[src/rtl/hitbuf_pkg.sv]
package hitbuf_pkg;
  localparam int unsigned DEPTH = 120;
  localparam int unsigned HIT_W = 8;
  localparam int unsigned TAG_W = $clog2(DEPTH);
endpackage

[src/rtl/hitbuf_ring_ptr.sv]
module hitbuf_ring_ptr #(
  parameter int unsigned DEPTH = hitbuf_pkg::DEPTH,
  localparam int unsigned TAG_W = $clog2(DEPTH)
) (
  input  logic             clk_i,
  input  logic             rst_ni,
  output logic [TAG_W-1:0] ptr_o,
  output logic             lap_done_o
);
  localparam logic [TAG_W-1:0] LAST = TAG_W'(DEPTH - 1);

  logic [TAG_W-1:0] ptr_q;
  logic             lap_q;

  always_ff @(posedge clk_i or negedge rst_ni) begin
    if (!rst_ni) begin
      ptr_q <= '0;
      lap_q <= 1'b0;
    end else begin
      ptr_q <= (ptr_q == LAST) ? '0 : ptr_q + 1'b1;
      if (ptr_q == LAST) lap_q <= 1'b1;
    end
  end

  assign ptr_o      = ptr_q;
  assign lap_done_o = lap_q;

  assert_ptr_range_R2: assert property (@(posedge clk_i) disable iff (!rst_ni)
    ptr_q <= LAST);
  assert_ptr_wrap_R2: assert property (@(posedge clk_i) disable iff (!rst_ni)
    ptr_q == LAST |=> ptr_q == '0);
  assert_ptr_step_R2: assert property (@(posedge clk_i) disable iff (!rst_ni)
    ptr_q != LAST |=> ptr_q == $past(ptr_q) + 1'b1);
  assert_lap_sticky_R6: assert property (@(posedge clk_i) disable iff (!rst_ni)
    lap_q |=> lap_q);
endmodule

[src/rtl/hitbuf_slot_array.sv]
module hitbuf_slot_array #(
  parameter int unsigned DEPTH = hitbuf_pkg::DEPTH,
  parameter int unsigned HIT_W = hitbuf_pkg::HIT_W,
  localparam int unsigned TAG_W = $clog2(DEPTH)
) (
  input  logic             clk_i,
  input  logic             rst_ni,
  input  logic [TAG_W-1:0] idx_i,
  input  logic [HIT_W-1:0] wr_data_i,
  output logic [HIT_W-1:0] rd_data_o
);
  logic [HIT_W-1:0] slot_q [DEPTH];

  for (genvar g = 0; g < DEPTH; g++) begin : g_slot
    always_ff @(posedge clk_i or negedge rst_ni) begin
      if (!rst_ni)                   slot_q[g] <= '0;
      else if (idx_i == TAG_W'(g))   slot_q[g] <= wr_data_i;
    end
  end

  // old contents are read combinationally, so the read precedes the write
  always_comb begin
    rd_data_o = '0;
    for (int i = 0; i < DEPTH; i++)
      if (idx_i == TAG_W'(i)) rd_data_o = slot_q[i];
  end
endmodule

[src/rtl/hitbuf_readout.sv]
module hitbuf_readout #(
  parameter int unsigned DEPTH = hitbuf_pkg::DEPTH,
  parameter int unsigned HIT_W = hitbuf_pkg::HIT_W,
  localparam int unsigned TAG_W = $clog2(DEPTH)
) (
  input  logic             clk_i,
  input  logic             rst_ni,
  input  logic             trig_i,
  input  logic             lap_done_i,
  input  logic [TAG_W-1:0] idx_i,
  input  logic [HIT_W-1:0] rd_data_i,
  output logic             valid_o,
  output logic [HIT_W-1:0] hit_o,
  output logic [TAG_W-1:0] tag_o
);
  logic accept;
  assign accept = trig_i & lap_done_i;

  always_ff @(posedge clk_i or negedge rst_ni) begin
    if (!rst_ni) begin
      valid_o <= 1'b0;
      hit_o   <= '0;
      tag_o   <= '0;
    end else begin
      valid_o <= accept;
      hit_o   <= accept ? rd_data_i : '0;
      tag_o   <= idx_i;
    end
  end

  assert_drop_untrig_R4: assert property (@(posedge clk_i) disable iff (!rst_ni)
    !trig_i |=> !valid_o && hit_o == '0);
  assert_first_lap_R6: assert property (@(posedge clk_i) disable iff (!rst_ni)
    !lap_done_i |=> !valid_o);
  assert_forward_R5: assert property (@(posedge clk_i) disable iff (!rst_ni)
    trig_i && lap_done_i |=> valid_o && hit_o == $past(rd_data_i) && tag_o == $past(idx_i));
  assert_idle_zero_R4: assert property (@(posedge clk_i) disable iff (!rst_ni)
    !valid_o |-> hit_o == '0);
endmodule

[src/rtl/trig_latency_hitbuf.sv]
module trig_latency_hitbuf #(
  parameter int unsigned DEPTH = hitbuf_pkg::DEPTH,
  parameter int unsigned HIT_W = hitbuf_pkg::HIT_W,
  localparam int unsigned TAG_W = $clog2(DEPTH)
) (
  input  logic             clk_i,
  input  logic             rst_ni,
  input  logic [HIT_W-1:0] hit_i,
  input  logic             trig_i,
  output logic             valid_o,
  output logic [HIT_W-1:0] hit_o,
  output logic [TAG_W-1:0] tag_o
);
  logic [TAG_W-1:0] ptr;
  logic             lap_done;
  logic [HIT_W-1:0] rd_data;

  hitbuf_ring_ptr #(.DEPTH(DEPTH)) u_ptr (
    .clk_i(clk_i), .rst_ni(rst_ni), .ptr_o(ptr), .lap_done_o(lap_done)
  );

  hitbuf_slot_array #(.DEPTH(DEPTH), .HIT_W(HIT_W)) u_slots (
    .clk_i(clk_i), .rst_ni(rst_ni), .idx_i(ptr), .wr_data_i(hit_i), .rd_data_o(rd_data)
  );

  hitbuf_readout #(.DEPTH(DEPTH), .HIT_W(HIT_W)) u_out (
    .clk_i(clk_i), .rst_ni(rst_ni), .trig_i(trig_i), .lap_done_i(lap_done),
    .idx_i(ptr), .rd_data_i(rd_data),
    .valid_o(valid_o), .hit_o(hit_o), .tag_o(tag_o)
  );

  assert_reset_out_R1: assert property (@(posedge clk_i) !rst_ni |-> !valid_o && hit_o == '0 && tag_o == '0);
endmodule

[config.mk]
export PLATFORM = sky130hd
export DESIGN_NAME = trig_latency_hitbuf
export DESIGN_NICKNAME = d
export VERILOG_FILES = /design/src/rtl/hitbuf_pkg.sv /design/src/rtl/hitbuf_ring_ptr.sv /design/src/rtl/hitbuf_slot_array.sv /design/src/rtl/hitbuf_readout.sv /design/src/rtl/trig_latency_hitbuf.sv
export SDC_FILE = /design/constraint.sdc
export NUM_CORES = 2
export LEC_CHECK = 0
export CELL_PAD_IN_SITES_DETAIL_PLACEMENT = 0
export CELL_PAD_IN_SITES_GLOBAL_PLACEMENT = 1
export CORE_MARGIN = 2
export CORE_UTILIZATION = 25
export CTS_CLUSTER_DIAMETER = 40
export DETAILED_ROUTE_END_ITERATION = 10
export DONT_BUFFER_PORTS = 1
export PLACE_DENSITY_LB_ADDON = 0.08
export SYNTH_ARGS = -nofsm -noshare
export SYNTH_HDL_FRONTEND = slang
export SYNTH_SLANG_ARGS = --single-unit
[constraint.sdc]
create_clock -name clk_i -period 3.8 [get_ports clk_i]
set_clock_uncertainty 0.15 [all_clocks]
set_input_delay 0.38 -clock clk_i [delete_from_list [all_inputs] [get_ports clk_i]]
set_output_delay 0.38 -clock clk_i [all_outputs]
set_load 0.03 [all_outputs]
Yosys cells after proc, flatten, opt, wreduce, memory -nomap -nowiden:

Index checks and enable logic that the tools add are counted.

* add/sub/neg operators: 1
* equal/unequal tests: 119
* muxes and demuxes: 122
* bitwise logic cells: 1
* reductions and logical operators: 1

Operators by type and width (number)
* two-way mux 8 bit: 121
* == test 7 bit, second input constant: 56
* == test 7 x 6 -> 1 bit, second input constant: 32
* == test 7 x 5 -> 1 bit, second input constant: 16
* == test 7 x 4 -> 1 bit, second input constant: 8
* == test 7 x 3 -> 1 bit, second input constant: 4
* == test 7 x 2 -> 1 bit, second input constant: 2
* adder 7 x 1 -> 7 bit, second input constant: 1
* == test 7 x 1 -> 1 bit, second input constant: 1
* logical NOT 7 bit: 1
* two-way mux 7 bit: 1
* AND 1 bit: 1

* register bits after elaboration: 984
* input bits: 11
* output and inout port bits: 16
* word-level logic and storage cells: 369

Logic depth before layout (Yosys ltp):

* depth after elaboration: 122
* depth in mapped cells: 15
* depth with buffers taken out: 11

Cells and area by module:

Synthesis repeated with hierarchy kept, for this count alone.

* cells, all modules: 4458
* area, all modules: 46525.9 sq um

Modules (own cells, without submodules)
* hitbuf_slot_array: instances 1, cells an instance 4405, area an instance 45727.6 sq um, seq. area each 24023.0 sq um
* hitbuf_readout: instances 1, cells an instance 25, area an instance 457.9 sq um, seq. area each 400.4 sq um
* hitbuf_ring_ptr: instances 1, cells an instance 28, area an instance 340.3 sq um, seq. area each 200.2 sq um

Worst setup path after synthesis:

No wires, ideal clock.

* path kind: register -> register
* from: register u_ptr.ptr_q[1] (netlist: u_ptr.ptr_o[1])
* to: register u_out.hit_o[6]
* library setup time: 0.067 ns
* data arrival time: 3.054 ns
* data required time: 3.583 ns
* path slack: 0.529 ns
* stages on the path, launching flop included: 15
* path buffers: 3
* period minus slack after synthesis: 3.271 ns
* cells stage by stage: dfrtp_1 inv_1 ha_1 clkbuf_1 clkbuf_1 and4b_1 clkbuf_1 nand2_1 nand2_1 o22ai_1 a211o_1 a2111oi_0 nand3_1 a41oi_1 a221o_1

* cells in the longest elaborated chain, start to end: 122
* elaborated cells on any way between the ends: 241
* those cells by class: eq/ne: 119; mux: 121; reduce/logical: 1

Ends and longest elaborated chain
* start: declaration: RTL line hitbuf_ring_ptr.sv:12 `logic [TAG_W-1:0] ptr_q;`
* start signal: assignment: RTL line hitbuf_ring_ptr.sv:20 `ptr_q <= (ptr_q == LAST) ? '0 : ptr_q + 1'b1;`
* logical NOT 7 bit: RTL line hitbuf_slot_array.sv:25 `if (idx_i == TAG_W'(i)) rd_data_o = slot_q[i];`
* two-way mux 8 bit (119 in a row): RTL line hitbuf_slot_array.sv:25
* two-way mux 8 bit *: RTL line hitbuf_slot_array.sv:25
* two-way mux 8 bit *: RTL line hitbuf_readout.sv:26 `hit_o <= accept ? rd_data_i : '0;`
* end signal: assignment: RTL line hitbuf_readout.sv:26
* end: declaration: RTL line hitbuf_readout.sv:13 `output logic [HIT_W-1:0] hit_o,`

Mark *: on every way between the ends. The rest lies on a longest branch, timed or not.
A chain may end at the register's enable or synchronous reset.

Final worst setup path:

* from: register u_ptr.ptr_q[2] (netlist: u_ptr.ptr_o[2])
* to: register u_out.hit_o[6]

The elaborated chain is that of the path after synthesis.

==> impl_metrics.json <==
{
  "outcome": "finished with violations",
  "violations": "setup timing",
  "via_count_of_the_first_global_routing_pass": 45400,
  "placed_cells_incl_taps": 8639,
  "post_synthesis_cell_type_with_the_largest_combined_area": "dfrtp_1",
  "synthFlopType": "dfrtp_1",
  "synth.net_count": 5613,
  "r2r_setup_slack_ns": -0.1,
  "die_width_um": 438,
  "max-vdd-ir-drop_mv": 0.371,
  "fin_worst_hold_slack_ns": 0.217,
  "post_route_cells_drive_above_1_share_pct": 26.8,
  "grt_setup_unrepaired": "true",
  "crit_path_end_kind": "flop",
  "dr_wl_met2_mm": 108,
  "maximum_number_of_pins_on_one_net_before_global_route_repair": 121,
  "count_of_flip_flops_with_a_built_in_enable_after_synthesis": 0,
  "design.final.nets": 6460,
  "maxCapViolCount": 0,
  "timing.max_slew.rel_slack_pct": 27.6,
  "post-synth-top-area-fraction_pct": 52.2,
  "drtAntennaViolNets": 0,
  "worst_r2r_path_depth": 16,
  "power_density_mw_per_mm2": 488,
  "r2r_start": "u_ptr.ptr_o[2]",
  "syn2layout_area_growth_pct": 41.1,
  "hold_violations": 0,
  "final_clock_period_utilization_by_the_worst_path_pct": 103,
  "met3RoutedLength_mm": 7.92,
  "cts_buffers": 221,
  "final_core_util_pct": 35.5,
  "route.top_layer_used": "met5",
  "maximum_fanout_along_the_worst_path": 7,
  "synth.cells.most_frequent": "nand2_1, dfrtp_1, clkbuf_1, nor2_1, mux2_2",
  "synthMostInstantiatedCell": "nand2_1",
  "drt_iter0_markers": 3609,
  "initial_util_pct": 25.1,
  "crit_path_start_kind": "flop",
  "placeableCoreArea_sq_mm": 0.188,
  "grt_pass1_wl_mm": 333,
  "post-route-min-period_ns": 3.90,
  "timing.fmax_mhz": 257,
  "syn-instance-count": 5598,
  "routed_wl_mm": 227,
  "detailroute.via_count": 44500,
  "clock_input_transition_at_the_sequential_cells_of_the_worst_setup_and_hold_paths_ns": 0.05,
  "insertion_delay_ns": 0.84,
  "dominant_cells_by_area_after_synthesis": "dfrtp_1, nand2_1, mux2_2",
  "synth_warn": 0,
  "post_layout_nonfiller_instances": 9140,
  "io_buffers": 0,
  "die_area_sq_mm": 0.192,
  "holdCritPathClass": "primary input to async pin",
  "routedWlPerCell_um": 24.9,
  "std_cell_rows": 159,
  "worst-slew-pin-transition_ns": 1.09,
  "post-route-drc-count": 0,
  "critPathKind": "flop to flop",
  "arrival_time_at_the_worst_endpoint_ns": 4.47,
  "first_pass_iters": 5,
  "grt_antenna_before_repair": 2,
  "finalSetupTns_ns": -0.251,
  "worst-endpoint-required_ns": 4.38,
  "synth-seq-cells": 984,
  "p_leak_uw": 0.0302,
  "grt.total_usage_pct": 23.5,
  "clock_path_buffers": 3,
  "cts.root.buffer_cell": "clkbuf_16",
  "synth_sequential_area_ratio_pct": 52.2,
  "synth_area_per_cell_sq_um": 8.42,
  "netlist_cell_types": 88,
  "grt_remaining_overflow": 0,
  "die-height_um": 438,
  "asyncSetResetFlopFracSynth_pct": 100,
  "avgViaCountPerCell": 4.87,
  "route.layer.met1.wl_mm": 107,
  "place.detailed.hpwl_mm": 155,
  "dp_slack_ns": -1.18,
  "final-setup-viol-count": 3,
  "gp_congestion": 0.844,
  "mappedNetlistArea_sq_mm": 0.0472,
  "clock_tree.htree_level_count": 4,
  "clock_sink_count": 984,
  "r2r_end": "u_out.hit_o[6]",
  "timing.final.max_slew_violations": 0,
  "tritoncts_clock_tree": "built",
  "post-route-worst-setup-slack_ns": -0.0961,
  "top_level_pins": 27
}
## critical path, stage by stage, from the launching register on
cell and delay, ns:
dfrtp_4 0.54, buf_6 0.16, buf_4 0.13, buf_4 0.13, nor4bb_4 0.35, buf_4 0.21, nand2_1 0.16, o22ai_1 0.22
buf_4 0.15, a31oi_1 0.07, a211oi_2 0.36, o21ai_1 0.13, buf_4 0.19, nand4_1 0.13, buf_12 0.14, o211ai_1 0.20
a221o_1 0.37
## registers in the layout (all words and copies together), names as in the netlist
register / flops
u_slots.slot_q: 960
u_out.hit_o: 8
u_out.tag_o: 7
u_ptr.ptr_o: 7
u_out.valid_o: 1
u_ptr.lap_done_o: 1
## report_power, final
| part | leakage [uW] | internal [uW] | switching, uW | total [uW] |
|---|---|---|---|---|
| clock | 0.00393 | 14000 | 6770 | 20800 |
| sequential | 0.0102 | 10700 | 144 | 10900 |
| combinational | 0.0160 | 177 | 616 | 792 |
| total | 0.0302 | 24900 | 7530 | 32500 |
## metrics by stage
| stage | area [sq um] | power [uW] |
|---|---|---|
| CTS | 65700 | 32900 |
| floorplan | 47200 | 11300 |
| finish | 66600 | 32500 |
| detailed placement | 56400 | 11500 |
| global route | 66600 | 33500 |
| global placement | 56400 | 11500 |
## layout by cell type, fill, tap and decap left out, types with 18 or more instances in the layout
master,synthesis,final
nand2_1,2623,2609
dfrtp_1,984,977
buf_4,8,911
nor2_1,244,227
clkbuf_16,0,224
mux2_2,174,174
o21ai_0,126,103
nand3_1,97,94
a21oi_1,93,87
a221oi_1,90,84
o22ai_1,77,76
nor3_1,78,72
buf_12,0,45
clkbuf_8,0,39
clkinv_2,0,39
buf_6,5,39
o211ai_1,37,37
bufinv_16,0,37
o221ai_1,34,34
a211oi_1,40,30
o2111ai_1,33,30
nand4_1,29,29
a22oi_1,29,25
clkinvlp_4,0,24
a221o_1,23,23
a31oi_1,27,22
nor4_1,29,22
clkbuf_1,343,21
nor2_2,7,20
and3_1,18,18
o21ai_1,2,18
dlygate4sd3_1,0,18
## cell type report
cell class	instances	area [sq um]
fill	19400	121000
sequential	984	24600
multi-input combinational	4191	21900
timing repair buffer	1028	8690
clock buffer	284	6220
tap	2495	3120
clock inverter	135	1870
inverter	19	71.3
antenna	4	10.0
## repair_timing
item / CTS / global route
setup buffers: 24 / 31
cloned: 0 / 0
endpoints found under the hold margin: 1948 / 0
pin swaps: 32 / 47
resized for setup: 158 / 133
hold buffers: 27 / 0
endpoints found under the setup margin: 8 / 8
## worst max-delay path by stage
stage / startpoint / endpoint / slack, ns / depth (start not counted)
final: u_ptr.ptr_o[2] / u_out.hit_o[6] / -0.1 / 16
after global routing: u_ptr.ptr_o[2] / u_out.hit_o[5] / -0.14 / 12
after CTS: u_ptr.ptr_o[2] / u_out.hit_o[3] / -0.20 / 11
after detailed placement: u_ptr.ptr_o[0] / u_out.hit_o[7] / -1.18 / 17
after global placement: u_ptr.ptr_o[0] / u_out.hit_o[7] / -1.06 / 16
after floorplan: u_ptr.ptr_o[1] / u_out.hit_o[6] / 0.53 / 14
## cell families after synthesis
logic type,share of synthesized area (%)
simple gates,28.2
buf+inv,3.62
flops,52.2
compound gates,11.6
xor+xnor,0.0557
fa+ha+maj,0.106
mux,4.15
## layer usage
layer,GRT usage (%),vias up
met5,0,-
li1,-,20700
met1,32.6,22600
met4,5.98,2
met2,38.7,942
met3,2.85,278
Note: power is estimated with default switching activity, not from simulation.
